**config.mk**
```make
export PLATFORM = sky130hd
export DESIGN_NAME = tss_seg_rules
export DESIGN_NICKNAME = d
export VERILOG_FILES = /design/src/rtl/tss_chk_pkg.sv /design/src/rtl/tss_seg_rules.sv
export SDC_FILE = /design/constraint.sdc
export NUM_CORES = 1
export LEC_CHECK = 0
export BUFFER_PORTS_ARGS = -buffer_cell sky130_fd_sc_hd__buf_2
export CORE_AREA = 2 2 128 130
export DETAILED_ROUTE_END_ITERATION = 8
export DIE_AREA = 0 0 130 132
export PLACE_DENSITY_LB_ADDON = 0.05
export SLEW_MARGIN = 30
export SYNTH_ARGS = -nofsm -noshare
export SYNTH_HDL_FRONTEND = slang
export SYNTH_SLANG_ARGS = --single-unit
```
**constraint.sdc**
```tcl
create_clock -name vclk -period 2.48
set_input_delay 0 -clock vclk [all_inputs]
set_output_delay 0 -clock vclk [all_outputs]
set_load 0.05 [all_outputs]
```
**src/rtl/tss_chk_pkg.sv**
```systemverilog
package tss_chk_pkg;
  localparam int SEL_W  = 16;
  localparam int IDX_W  = 13;
  localparam int ATTR_W = 8;
  localparam int NSEG   = 7;
  localparam int NSTEP  = NSEG + 1;
  localparam int STEP_W = $clog2(NSTEP);

  localparam int SEG_LDT   = 0;
  localparam int SEG_STACK = 1;
  localparam int SEG_CODE  = 2;

  localparam logic [7:0] VEC_BAD_TSS     = 8'h0A;
  localparam logic [7:0] VEC_NOT_PRESENT = 8'h0B;

  typedef enum logic [1:0] {VD_OK, VD_BAD_TSS, VD_NOT_PRESENT} verdict_e;

  typedef struct packed {
    logic       present;
    logic [1:0] dpl;
    logic       user;
    logic [3:0] kind;
  } seg_attr_t;

  function automatic logic sel_is_null(logic [SEL_W-1:0] s);
    return s[SEL_W-1:2] == '0;
  endfunction

  function automatic logic in_bound(logic [SEL_W-1:0] s, logic [IDX_W-1:0] b);
    return s[SEL_W-1:3] <= b;
  endfunction

  function automatic logic is_code(seg_attr_t a);
    return a.user && a.kind[3];
  endfunction

  function automatic logic is_writable_data(seg_attr_t a);
    return a.user && !a.kind[3] && a.kind[1];
  endfunction

  function automatic logic is_readable(seg_attr_t a);
    return a.user && (!a.kind[3] || a.kind[1]);
  endfunction

  function automatic verdict_e check_ldt(logic [SEL_W-1:0] s, logic [IDX_W-1:0] b,
                                         seg_attr_t a);
    if (sel_is_null(s)) return VD_OK;
    if (s[2] || !in_bound(s, b) || a.user || a.kind != 4'b0010 || !a.present)
      return VD_BAD_TSS;
    return VD_OK;
  endfunction

  function automatic verdict_e check_stack(logic [SEL_W-1:0] s, logic [IDX_W-1:0] b,
                                           seg_attr_t a, logic [1:0] cpl);
    if (sel_is_null(s) || !in_bound(s, b) || !is_writable_data(a)) return VD_BAD_TSS;
    if (a.dpl != cpl || s[1:0] != cpl || !a.present) return VD_BAD_TSS;
    return VD_OK;
  endfunction

  function automatic verdict_e check_code(logic [SEL_W-1:0] s, logic [IDX_W-1:0] b,
                                          seg_attr_t a, logic [1:0] cpl);
    logic priv_bad;
    if (sel_is_null(s) || !in_bound(s, b) || !is_code(a)) return VD_BAD_TSS;
    priv_bad = a.kind[2] ? (a.dpl > cpl) : (a.dpl != cpl);
    if (priv_bad) return VD_BAD_TSS;
    if (!a.present) return VD_NOT_PRESENT;
    return VD_OK;
  endfunction

  function automatic verdict_e check_data(logic [SEL_W-1:0] s, logic [IDX_W-1:0] b,
                                          seg_attr_t a);
    if (sel_is_null(s)) return VD_OK;
    if (!in_bound(s, b) || !is_readable(a)) return VD_BAD_TSS;
    if (!a.present) return VD_NOT_PRESENT;
    return VD_OK;
  endfunction

  function automatic logic [SEL_W-1:0] err_fmt(logic [SEL_W-1:0] s, logic ext);
    return {s[SEL_W-1:3], s[2], 1'b0, ext};
  endfunction

  function automatic logic [7:0] vector_of(verdict_e v);
    case (v)
      VD_BAD_TSS:     return VEC_BAD_TSS;
      VD_NOT_PRESENT: return VEC_NOT_PRESENT;
      default:        return 8'h00;
    endcase
  endfunction
endpackage

```
**src/rtl/tss_seg_rules.sv**
```systemverilog
module tss_seg_rules
  import tss_chk_pkg::*;
#(
  parameter int LIMIT_W   = 32,
  parameter int MIN_LIMIT = 103
) (
  input  logic [STEP_W-1:0]             step,
  input  logic [LIMIT_W-1:0]            tss_limit,
  input  logic [SEL_W-1:0]              tss_sel,
  input  logic [1:0]                    cpl,
  input  logic [NSEG-1:0][SEL_W-1:0]    sel,
  input  logic [NSEG-1:0][IDX_W-1:0]    bound,
  input  logic [NSEG-1:0][ATTR_W-1:0]   attr,
  output verdict_e                      verdict,
  output logic [SEL_W-1:0]              culprit
);
  verdict_e seg_vd [NSEG];
  logic limit_short;
  logic [STEP_W-1:0] seg_pick;

  assign limit_short = tss_limit < LIMIT_W'(MIN_LIMIT);
  assign seg_pick    = step - 1'b1;

  for (genvar gi = 0; gi < NSEG; gi++) begin : g_seg
    if (gi == SEG_LDT) begin : g_ldt
      assign seg_vd[gi] = check_ldt(sel[gi], bound[gi], seg_attr_t'(attr[gi]));
    end else if (gi == SEG_STACK) begin : g_stack
      assign seg_vd[gi] = check_stack(sel[gi], bound[gi], seg_attr_t'(attr[gi]), cpl);
    end else if (gi == SEG_CODE) begin : g_code
      assign seg_vd[gi] = check_code(sel[gi], bound[gi], seg_attr_t'(attr[gi]), cpl);
    end else begin : g_data
      assign seg_vd[gi] = check_data(sel[gi], bound[gi], seg_attr_t'(attr[gi]));
    end
  end

  always_comb begin
    verdict = VD_OK;
    culprit = tss_sel;
    if (step == '0) begin
      verdict = limit_short ? VD_BAD_TSS : VD_OK;
    end else if (int'(seg_pick) < NSEG) begin
      verdict = seg_vd[seg_pick];
      culprit = sel[seg_pick];
    end
  end
endmodule

```
## After elaboration in Yosys (flattened, before gate mapping)

Index checks and enable logic that the tools add are counted.

| storage, ports and cells | value |
|---|---|
| register bits after elaboration | 0 |
| input bits | 312 |
| bits in read-only memories | 0 |
| latch bits | 0 |
| memory bits (writable) | 0 |
| output and inout bits | 18 |
| memories kept | 0 |

| operators by class | value |
|---|---|
| bitwise gates (word level) | 1 |
| magnitude comparators | 12 |
| multiply operators | 0 |
| equality and inequality tests | 4 |
| reduce and logical (&&, ||, !) cells | 53 |
| shift-type cells | 0 |
| add/subtract/negate cells | 1 |
| divide/modulo/power cells | 0 |
| muxes and demuxes | 85 |

Operator list:

| cell | number |
|---|---|
| 14-bit zero test | 7 |
| 13-bit <= comparator | 7 |
| 2-bit 2-to-1 mux | 42 |
| 16-bit binary-select mux with 3-bit select | 1 |
| 16-bit 2-to-1 mux | 3 |
| 1-bit 2-to-1 mux | 38 |
| 32-bit by 7-bit less-than comparator with 1-bit output (second input constant) | 1 |
| 1-bit zero test | 20 |
| 1-bit logical OR | 18 |
| 1-bit logical AND | 7 |
| 2-bit binary-select mux with 3-bit select | 1 |
| 2-bit != test | 3 |
| 4-bit >= comparator (second input constant) | 1 |
| 3-bit by 4-bit less-than comparator with 1-bit output (second input constant) | 1 |
| 4-bit by 2-bit != test with 1-bit output (second input constant) | 1 |
| 3-bit inverter with 4-bit output | 1 |
| 3-bit zero test | 1 |
| 3-bit less-than comparator (second input constant) | 1 |
| 3-bit by 1-bit subtractor with 3-bit output (second input constant) | 1 |
| 2-bit greater-than comparator | 1 |

## Logic depth before layout (Yosys ltp)

| logic depth | value |
|---|---|
| depth in word-level cells | 17 |
| depth in mapped cells | 12 |
| depth with buffers taken out | 9 |

## Least setup slack after synthesis

OpenSTA, ideal clock, no wires.

| path | value |
|---|---|
| path type | in2out |
| from | input step[0] |
| to | output culprit[6] |
| arrival | 2.715 ns |
| required time | 2.480 ns |
| path buffers | 4 |
| stages on the path | 12 |
| path slack | -0.235 ns |
| cell sequence | inv_1 > buf_2 > buf_1 > ha_1 > buf_4 > buf_2 > mux2i_1 > nor2_1 > a21oi_1 > nor2_1 > a21oi_1 > o21ai_0 |

| between the ends | value |
|---|---|
| word-level cells in the longest chain between the ends | 5 |
| elaborated cells between the ends (all ways) | 7 |
| those cells by class | add/sub: 1; order compare: 1; mux: 4; reduce/logical: 1 |

RTL lines:

| item | line | RTL |
|---|---|---|
| start: declaration | tss_seg_rules.sv:7 | `input logic [STEP_W-1:0] step,` |
| 3-bit by 1-bit subtractor with 3-bit output | tss_seg_rules.sv:22 | `assign seg_pick = step - 1'b1;` |
| 16-bit binary-select mux with 3-bit select | tss_seg_rules.sv:43 | `culprit = sel[seg_pick];` |
| 16-bit 2-to-1 mux (implied by the code) | tss_seg_rules.sv:43 |  |
| 16-bit 2-to-1 mux | tss_seg_rules.sv:41 | `end else if (int'(seg_pick) < NSEG) begin` |
| 16-bit 2-to-1 mux (*) | tss_seg_rules.sv:39 | `if (step == '0) begin` |
| end: declaration | tss_seg_rules.sv:15 | `output logic [SEL_W-1:0] culprit` |

Every way passes the cells marked *; elsewhere a longest branch is shown, timed or not. The select of a mux whose other input is x is not followed.

## Worst setup path in the final report

| path | value |
|---|---|
| from | input step[0] |
| to | output verdict[0] |

| between the ends | value |
|---|---|
| word-level cells in the longest chain between the ends | 7 |
| elaborated cells between the ends (all ways) | 9 |
| those cells by class | add/sub: 1; order compare: 1; mux: 5; bitwise: 1; reduce/logical: 1 |

RTL lines:

| item | line | RTL |
|---|---|---|
| 3-bit by 1-bit subtractor with 3-bit output | tss_seg_rules.sv:22 |  |
| 3-bit inverter with 4-bit output (implied by the code) | tss_seg_rules.sv:42 | `verdict = seg_vd[seg_pick];` |
| 2-bit binary-select mux with 3-bit select | tss_seg_rules.sv:42 |  |
| 2-bit 2-to-1 mux (implied by the code) (2 in a row) | tss_seg_rules.sv:42 |  |
| 2-bit 2-to-1 mux | tss_seg_rules.sv:41 |  |
| 2-bit 2-to-1 mux (*) | tss_seg_rules.sv:39 |  |
| end: declaration | tss_seg_rules.sv:14 | `output verdict_e verdict,` |

Marked as above.

==> flow_summary.toml <==
[critical_path]
critical_path_arrival_ns = 2.26
worstSetupStartpoint = "step[0]"
critPathCaptureType = "output pin"
path_cells = "buf_2 > inv_1 > ha_2 > nor4b_1 > nand4_1 > nor2_1 > a21oi_1 > o41ai_2 > o41a_1 > o31ai_4 > buf_2"
path_common_cell = "buf_2"
worstSetupStartpointType = "input port"
cp.required_ns = 2.48
crit_fanout = 11
max_stage_delay_ns = 0.42
critical_path_class = "in -> out"
path_buf_inv = 3
critPathTopFamily = "compound AO/OA/AOI/OAI gates"
crit_slowest_cell = "ha_2"

[synth]
synth_cells = 586
synth_top_cells_by_area = "ha_1 (29%), inv_1 (9.2%), mux4_2 (8.9%)"
ys_types = 49
synthMostInstantiatedCell = "inv_1"
seq_area_frac_synth = 0
syn-cell-area_um2 = 4059
yosys_warnings = 0
synth_nets = 993
synth_largest_area_cell = "ha_1"
synth_commonest_cells = "inv_1 (100), ha_1 (95), a21oi_1 (66)"
avgSynthCellArea_um2 = 6.926
yosysTopAreaCellShare = 0.2928

[die]
placementRows = 46
fp.coreArea_um2 = 15710
start_util = 0.2583
ios = 330
die_w_um = 130
die_area_um2 = 17160
die-height_um = 132

[global_route]
grt_max_degree = 27
grt_pass1_vias = 5663
grt_pass1_wl_um = 29170
antenna_found_initial = 2
grt_usage = 0.2167
overflow = 0

[place]
hpwl_um = 17980
routabilityCongestion = 0.9181
io_buffer_count = 308

[clocking]
cts.repair.resized = 0
cts_hold_buf = 0
post_cts_buffers = 0

[power_and_ir_drop]
vdd_drop_max_mv = 0.1448
p_per_area_nw_per_um2 = 218.3
p_total_w = 0.001288
leakage_nw = 3.302

[routing]
num_vias = 5447
drt-wirelength-per-cell_um = 17.53
routed_wirelength_um = 19370
firstDrtPassIters = 4
via_per_inst = 4.929
ant_nets = 0
dr.first_iter.drc_count = 157
drc = 0

[layout]
finalNetCount = 1296
clock_buffers = 0
final-seq-area_um2 = 0
flops_and_latches = 0
syn_to_final_growth_pct = 45.41
drive_gt1_frac = 0.3912

[sta]
tightest_slew_ns = 0.7149
finalSetupViolations = 0
fin_setup_tns_ns = 0
rsz0062_at_grt = "no"
finalCritPeriodShare = 0.9096
hold_viol = 0
slew_violations = 0
max_slew_margin = 0.5234
fmax_ghz = 0.4433
timing.final.crit_period_ns = 2.256
whs_ns = 0.3923

[hold_path]
min_path_type = "in -> out"
min_from = "tss_sel[7]"

[outcome]
status = "completed"

[run]
max-cap-violations = 0
==> logic make-up after synthesis <==
logic type | synth area share
simple gates | 0.2666
compound gates | 0.1917
buf+inv | 0.1116
fa+ha+maj | 0.2928
mux | 0.1332
xor+xnor | 0.004008
==> power breakdown <==
part | switching (W) | leakage [nW] | total, W | internal (W)
Sequential | 0 | 0 | 0 | 0
Combinational | 0.000767 | 3.30 | 0.00129 | 0.000522
Clock | 0 | 0.0000127 | 0.000000000108 | 0.000000000108
Total | 0.000767 | 3.30 | 0.00129 | 0.000522
==> layout make-up <==
class / count / area [µm²]
Fill cell: 1780 / 9811
Inverter: 100 / 375.4
Timing Repair Buffer: 317 / 1609
Multi-Input combinational cell: 470 / 3642
Antenna cell: 2 / 5.005
Tap cell: 216 / 270.3
==> per-layer routing <==
| metal | share of wire | vias up | GRT usage |
|---|---|---|---|
| met1 | 0.43 | 2469 | 0.2854 |
| met4 | 0.011 | 0 | 0.02867 |
| met3 | 0.080 | 16 | 0.02516 |
| li1 | - | 2740 | - |
| met5 | 0 | - | 0 |
| met2 | 0.48 | 222 | 0.3857 |
==> through the flow <==
stage / setup WS, ns / utilization / instances / area (µm²)
after floorplan: 0.1277 / - / 586 / 4073
after CTS: 0.1833 / 0.3753 / 1103 / 5897
final: 0.2243 / 0.3756 / 1105 / 5902
after global routing: 0.06076 / 0.3756 / 1105 / 5902
after global placement: 0.2681 / 0.3753 / 1103 / 5897
after detailed placement: 0.2086 / 0.3753 / 1103 / 5897
==> cells in the final DEF (no fill, tap or decap), types with 15 or more instances in the layout <==
cell type / n
buf_2: 308
inv_1: 100
ha_1: 94
a21oi_1: 66
nor2_1: 63
nand2_1: 38
nor4_1: 27
o21ai_1: 22
nand4_1: 22
mux2i_1: 18
mux4_2: 16
nand3_1: 15
==> path summary, 6_finish.rpt <==
kind	to	slack, ns	cells past startpoint
worst min-delay path	culprit[7]	0.39	4
worst max-delay path	verdict[0]	0.22	11
==> tightest hold or removal path, cell delays in order <==
cell     delay, ns
buf_2         0.09
nand2_1       0.04
o21ai_1       0.05
buf_2         0.20
(Power assumes the default switching activity.)
